--- config.mk ---
export PLATFORM = sky130hd
export DESIGN_NAME = gain_zc_ctrl
export DESIGN_NICKNAME = d
export VERILOG_FILES = /design/src/rtl/gzc_pkg.sv /design/src/rtl/gzc_sign_sync.sv /design/src/rtl/gzc_decode.sv /design/src/rtl/gzc_timeout.sv /design/src/rtl/gain_zc_ctrl.sv
export SDC_FILE = /design/constraint.sdc
export NUM_CORES = 1
export LEC_CHECK = 0
export BUFFER_PORTS_ARGS = -buffer_cell sky130_fd_sc_hd__buf_2
export CORE_MARGIN = 2
export CORE_UTILIZATION = 38
export CTS_BUF_LIST = sky130_fd_sc_hd__clkbuf_8
export CTS_CLUSTER_DIAMETER = 100
export DETAILED_ROUTE_END_ITERATION = 10
export GPL_TIMING_DRIVEN = 0
export PLACE_DENSITY = 0.62
export SYNTH_ARGS = -nofsm -noshare
export SYNTH_HDL_FRONTEND = slang
export SYNTH_SLANG_ARGS = --single-unit
--- constraint.sdc ---
create_clock -name clk -period 2.62 [get_ports clk]
set_input_delay 0.393 -clock clk [delete_from_list [all_inputs] [get_ports clk]]
set_output_delay 0.393 -clock clk [all_outputs]
set_load 0.02 [all_outputs]
--- src/rtl/gzc_pkg.sv ---
// Package gzc_pkg
// Holds the default widths and dB constants shared by the gain controller
// and the function that maps a gain code to dB.
// Assumes codes are unsigned and the mapping is linear with a ceiling.
package gzc_pkg;
    localparam int unsigned CODE_W_DEF   = 6;
    localparam int unsigned GAIN_W_DEF   = 7;
    localparam int unsigned OFFSET_DEF   = 9;
    localparam int unsigned CEIL_DEF     = 65;
    localparam int unsigned TIMEOUT_DEF  = 16;

    // Code 0 means unity; other codes add an offset and saturate at the ceiling.
    function automatic int unsigned db_of(input int unsigned code,
                                          input int unsigned offset,
                                          input int unsigned ceil_db);
        int unsigned sum;
        if (code == 0) return 0;
        sum = code + offset;
        return (sum > ceil_db) ? ceil_db : sum;
    endfunction
endpackage

--- src/rtl/gzc_sign_sync.sv ---
// Module gzc_sign_sync
// Brings the asynchronous sign bit into the clock domain through a chain of
// STAGES flops and flags a crossing whenever the synchronized value differs
// from the one seen the cycle before.
// Assumes sign_in may change at any time; it adds no filtering of glitches.
module gzc_sign_sync #(
    parameter int unsigned STAGES = 2
) (
    input  logic clk,
    input  logic rst_n,
    input  logic sign_in,
    output logic crossing
);
    logic [STAGES-1:0] sync_q;
    logic              prev_q;

    // First synchronizer stage samples the raw input.
    always_ff @(posedge clk) begin
        if (!rst_n) sync_q[0] <= 1'b0;
        else        sync_q[0] <= sign_in;
    end

    genvar g;
    generate
        for (g = 1; g < STAGES; g++) begin : g_stage
            // Each further stage re-times the previous one.
            always_ff @(posedge clk) begin
                if (!rst_n) sync_q[g] <= 1'b0;
                else        sync_q[g] <= sync_q[g-1];
            end
        end
    endgenerate

    // Keep the previous synchronized sample for the crossing compare.
    always_ff @(posedge clk) begin
        if (!rst_n) prev_q <= 1'b0;
        else        prev_q <= sync_q[STAGES-1];
    end

    assign crossing = sync_q[STAGES-1] ^ prev_q;
endmodule

--- src/rtl/gzc_decode.sv ---
// Module gzc_decode
// Combinational map from the held gain code to the gain in dB.
// Assumes OFFSET_DB + 2**CODE_W - 1 fits in GAIN_W + 1 bits.
module gzc_decode
    import gzc_pkg::*;
#(
    parameter int unsigned CODE_W    = CODE_W_DEF,
    parameter int unsigned GAIN_W    = GAIN_W_DEF,
    parameter int unsigned OFFSET_DB = OFFSET_DEF,
    parameter int unsigned CEIL_DB   = CEIL_DEF
) (
    input  logic [CODE_W-1:0] code,
    output logic [GAIN_W-1:0] db
);
    // Translate the code through the shared mapping function.
    always_comb begin
        db = GAIN_W'(db_of(int'(code), OFFSET_DB, CEIL_DB));
    end
endmodule

--- src/rtl/gzc_timeout.sv ---
// Module gzc_timeout
// Counts millisecond ticks while a change is pending and raises hit on the
// tick that completes LIMIT of them.
// Assumes the owner asserts restart whenever the count must start over.
module gzc_timeout #(
    parameter int unsigned LIMIT = 16
) (
    input  logic clk,
    input  logic rst_n,
    input  logic restart,
    input  logic run,
    input  logic tick,
    output logic hit,
    output logic [$clog2(LIMIT+1)-1:0] count
);
    localparam int unsigned CNT_W = $clog2(LIMIT + 1);

    logic [CNT_W-1:0] cnt_q;

    // Advance on each tick while running; clear on reset or restart.
    always_ff @(posedge clk) begin
        if (!rst_n || restart) cnt_q <= '0;
        else if (run && tick)  cnt_q <= cnt_q + 1'b1;
    end

    assign hit   = run && tick && (cnt_q == CNT_W'(LIMIT - 1));
    assign count = cnt_q;
endmodule

--- src/rtl/gain_zc_ctrl.sv ---
// Module gain_zc_ctrl
// Holds the gain code, derives the requested gain, and moves the active gain
// to it at once, at a zero crossing, or on timeout. The unity override wins
// at once.
// Assumes code_load and ms_tick are single-cycle pulses in this clock domain.
module gain_zc_ctrl
    import gzc_pkg::*;
#(
    parameter int unsigned CODE_W      = CODE_W_DEF,
    parameter int unsigned GAIN_W      = GAIN_W_DEF,
    parameter int unsigned OFFSET_DB   = OFFSET_DEF,
    parameter int unsigned CEIL_DB     = CEIL_DEF,
    parameter int unsigned TIMEOUT_MS  = TIMEOUT_DEF,
    parameter int unsigned SYNC_STAGES = 2
) (
    input  logic              clk,
    input  logic              rst_n,
    input  logic [CODE_W-1:0] code_in,
    input  logic              code_load,
    input  logic              unity_force,
    input  logic              zc_enable,
    input  logic              sign_in,
    input  logic              ms_tick,
    output logic [GAIN_W-1:0] gain_db,
    output logic              change_pending,
    output logic              gain_step
);
    localparam int unsigned CNT_W = $clog2(TIMEOUT_MS + 1);

    logic [CODE_W-1:0] code_q;
    logic [GAIN_W-1:0] reg_db;
    logic [GAIN_W-1:0] want_db;
    logic [GAIN_W-1:0] active_q;
    logic              step_q;
    logic              zc_pulse;
    logic              tmo_hit;
    logic [CNT_W-1:0]  tmo_count;
    logic              differs;
    logic              pend_c;
    logic              take_now;
    logic              tmo_restart;

    // Hold the most recently loaded gain code.
    always_ff @(posedge clk) begin
        if (!rst_n)         code_q <= '0;
        else if (code_load) code_q <= code_in;
    end

    gzc_decode #(
        .CODE_W(CODE_W), .GAIN_W(GAIN_W),
        .OFFSET_DB(OFFSET_DB), .CEIL_DB(CEIL_DB)
    ) u_decode (
        .code(code_q),
        .db  (reg_db)
    );

    gzc_sign_sync #(.STAGES(SYNC_STAGES)) u_sync (
        .clk     (clk),
        .rst_n   (rst_n),
        .sign_in (sign_in),
        .crossing(zc_pulse)
    );

    // Requested gain and the decision whether it may be applied this cycle.
    always_comb begin
        want_db     = unity_force ? '0 : reg_db;
        differs     = (want_db != active_q);
        pend_c      = zc_enable && !unity_force && differs;
        take_now    = !unity_force && differs && (!zc_enable || zc_pulse || tmo_hit);
        tmo_restart = code_load || !pend_c || take_now;
    end

    gzc_timeout #(.LIMIT(TIMEOUT_MS)) u_timeout (
        .clk    (clk),
        .rst_n  (rst_n),
        .restart(tmo_restart),
        .run    (pend_c),
        .tick   (ms_tick),
        .hit    (tmo_hit),
        .count  (tmo_count)
    );

    // Update the active gain and mark each cycle in which it moves.
    always_ff @(posedge clk) begin
        if (!rst_n) begin
            active_q <= '0;
            step_q   <= 1'b0;
        end else if (unity_force) begin
            active_q <= '0;
            step_q   <= (active_q != '0);
        end else if (take_now) begin
            active_q <= want_db;
            step_q   <= 1'b1;
        end else begin
            step_q   <= 1'b0;
        end
    end

    assign gain_db        = active_q;
    assign change_pending = pend_c;
    assign gain_step      = step_q;
endmodule

==> reports/qor.txt <==
Status = finished with violations
Violated checks = negative setup slack
Layout cell share with drive strength beyond 1 = 33.0%
Cells taking the most area after synthesis = dfxtp_1 32%, mux2i_1 8.1%, ha_1 5.5%
Clock latency at the later pin of the worst-skew pair = 0.26 ns
Fin Clk Skew = 0.00347 ns
Mapped cell area = 1360 um2
Critical Path AT = 2.23 ns
Routed Antenna Nets = 0
CP Data Required Time = 2.23 ns
Vias per cell = 5.32
CTS tree = built
Final setup fails = 1
Gr usage total = 15.7%
I/O pin count = 22
Max Transition Viols Final = 0
Unique cell type count in the Yosys netlist = 47
Mean Syn Cell Area = 9.15 um2
Fmax = 381 MHz
Via Count = 1,196
Reg clk slew, reported paths = 0.08 ns
Startpoint types = flip-flop
First-pass GRT wire length = 5120 um
Worst Hold Launch = sign_in
Worst min-delay path class = input port to flip-flop
Initial antenna violation count = 0
Critical path's largest stage delay = 0.38 ns
H-tree depth = 1
Final Cycle Share = 100%
PortBufs = 19
Commonest cells in the netlist = 22 x dfxtp_1, 12 x nand2_1, 11 x mux2i_1
WS Path Type = flip-flop to output pin
FP Rows = 21
Area Overhead vs Synth = 27.5%
Count leader, synth = dfxtp_1
Max IR drop VDD = 0.000259 V
Post-synth top flop = dfxtp_1
Final hold violations = 0
R2R Path End = u_timeout.count[4]
Initial Util = 40.2%
Dominant cell type by area after synthesis = dfxtp_1
Ys Warns = 0
RR Startpoint = code_q[0]
Final GP Congestion = 0.862
1st-pass router iterations = 4
Worst Hold Depth = 2
Largest net degree at the start of global routing = 12
R2R Setup Slk = 0.27 ns
Clock Tree Buf Depth = 2
TritonCTS Sinks = 22
Clock Tree Root = clkbuf_8
ANT cells = 0
Crit path time final = 2.62 ns
DP HPWL = 2230 um
Die area = 4080 um2
Wirelength per Cell = 13.9 um
Num CTS Buffers = 3
Number of synthesized flops with an enable pin = 0
Gate count of the mapped netlist = 149
Maxcap violations = 0
Synth Register Bits = 22
Tightest Pin Transition = 0.462 ns
Number of nets in the layout = 200
DRC = 0
Post-synth top area share = 32.3%
Die width = 63.9 um
Overall routed net length = 3140 um
Vias in the first global route = 1,086
Async set-reset flop share out of synthesis = 0%
Post-synthesis sequential area ratio = 32.3%
Setup WS post-layout = -0.00221 ns
Rel. slew slack = 69.2%
Crit-path slowest cell = dfxtp_4
Setup TNS = -0.00221 ns
Initial DRC count = 51
Gr ovfl total = 0
Unrepaired setup endpoints after global routing = true
Total leakage power = 0.000682 uW
Worst reg-to-reg path cell count = 10
CP Capture Type = output pin
Syn nets = 168
Cells along the critical path = buf_4, ha_1, o21ai_1, o31ai_4, a311oi_2, o2111ai_2, o21ai_4, inv_2, buf_6
PwrDens = 437 nW/um2
Core Area = 3390 um2
Share of the core filled with cells = 51.3%
Min-Delay Endpoint = u_sync.sync_q[0]
Die Span Y = 63.9 um
CP max FO = 5
-- how the worst max path moves through the flow --
stage	startpoint	endpoint	slack [ns]	cells past startpoint
6_report	code_q[0]	change_pending	-0.002	9
5_1_grt	code_q[0]	change_pending	-0.11	9
4_1_cts	code_q[1]	change_pending	-0.02	9
3_5_place_dp	code_q[0]	change_pending	-0.23	9
3_3_place_gp	code_q[0]	change_pending	-0.20	9
2_1_floorplan	code_q[0]	change_pending	0.18	8
-- area by class of cell --
class,count,area (um2)
flip-flops and latches,22,449
fillers,323,1650
multi-input cells,112,955
well taps,46,57.6
repair buffers,27,165
inverters,8,30.0
plain buffers,7,41.3
clock buffers,3,41.3
-- through the flow --
| stage | hold WS (ns) | power [uW] | setup slack, ns | instances | cell area [um2] |
|---|---|---|---|---|---|
| 2_1_floorplan | 0.412 | 478 | 0.180 | 149 | 1360 |
| 3_3_place_gp | 0.416 | 511 | -0.199 | 214 | 1520 |
| 3_5_place_dp | 0.421 | 516 | -0.234 | 214 | 1520 |
| 4_1_cts | 0.327 | 747 | -0.0213 | 223 | 1680 |
| 5_1_grt | 0.335 | 797 | -0.114 | 225 | 1740 |
| 6_report | 0.328 | 761 | -0.00221 | 225 | 1740 |
-- repair_timing --
action	4_1_cts	5_1_grt
hold buffers	0	0
pin swaps	6	6
setup buffers	6	2
endpoints found under the setup margin	1	1
resized for setup	17	9
-- sequential cells by signal (all words and copies together), names as in the netlist --
name             flops
gain_step            1
u_sync.prev_q        1
code_q               6
u_timeout.count      5
gain_db              7
u_sync.sync_q        2
-- power by group --
group	switching, uW	total (uW)	leakage, uW	internal, uW
Clock	110	213	0.0000216	103
Sequential	14.8	359	0.000181	344
Combinational	99.6	188	0.000479	88.8
Total	225	761	0.000682	536
-- cells in the final DEF (no fill, tap or decap), types with 5 or more instances in the layout --
master / synthesis / final
mux2i_1: 11 / 11
buf_2: 0 / 18
xnor2_1: 6 / 6
nor2_1: 7 / 7
nand2_1: 12 / 12
nor2b_1: 8 / 8
nor3_1: 7 / 6
dfxtp_1: 22 / 19
buf_4: 0 / 7
inv_1: 7 / 5
-- layer usage --
metal  vias to the layer above  track usage (%)  wire, um
li1                        592                -         -
met1                       563             21.2      1470
met2                        33             24.0      1450
met3                         8             3.35       142
met4                         0             7.07        74
met5                         -                0         0
-- cells by family after synthesis --
kind of cell,Yosys count,share of synthesized area (%)
AND/OR/NAND/NOR,55,23.6
buffers and inverters,15,5.23
flip-flops,22,32.3
AO/OA/AOI/OAI,29,16.7
XOR/XNOR,11,8.62
multiplexers,11,8.07
adder cells (fa/ha/maj),6,5.50
-- worst max-delay path: cells and delay by family (launching register included) --
family          cells  cell delay (ns)
compound gates      5             1.09
flops               1             0.38
buf+inv             3             0.31
fa+ha+maj           1             0.19
(Power assumes the default switching activity.)
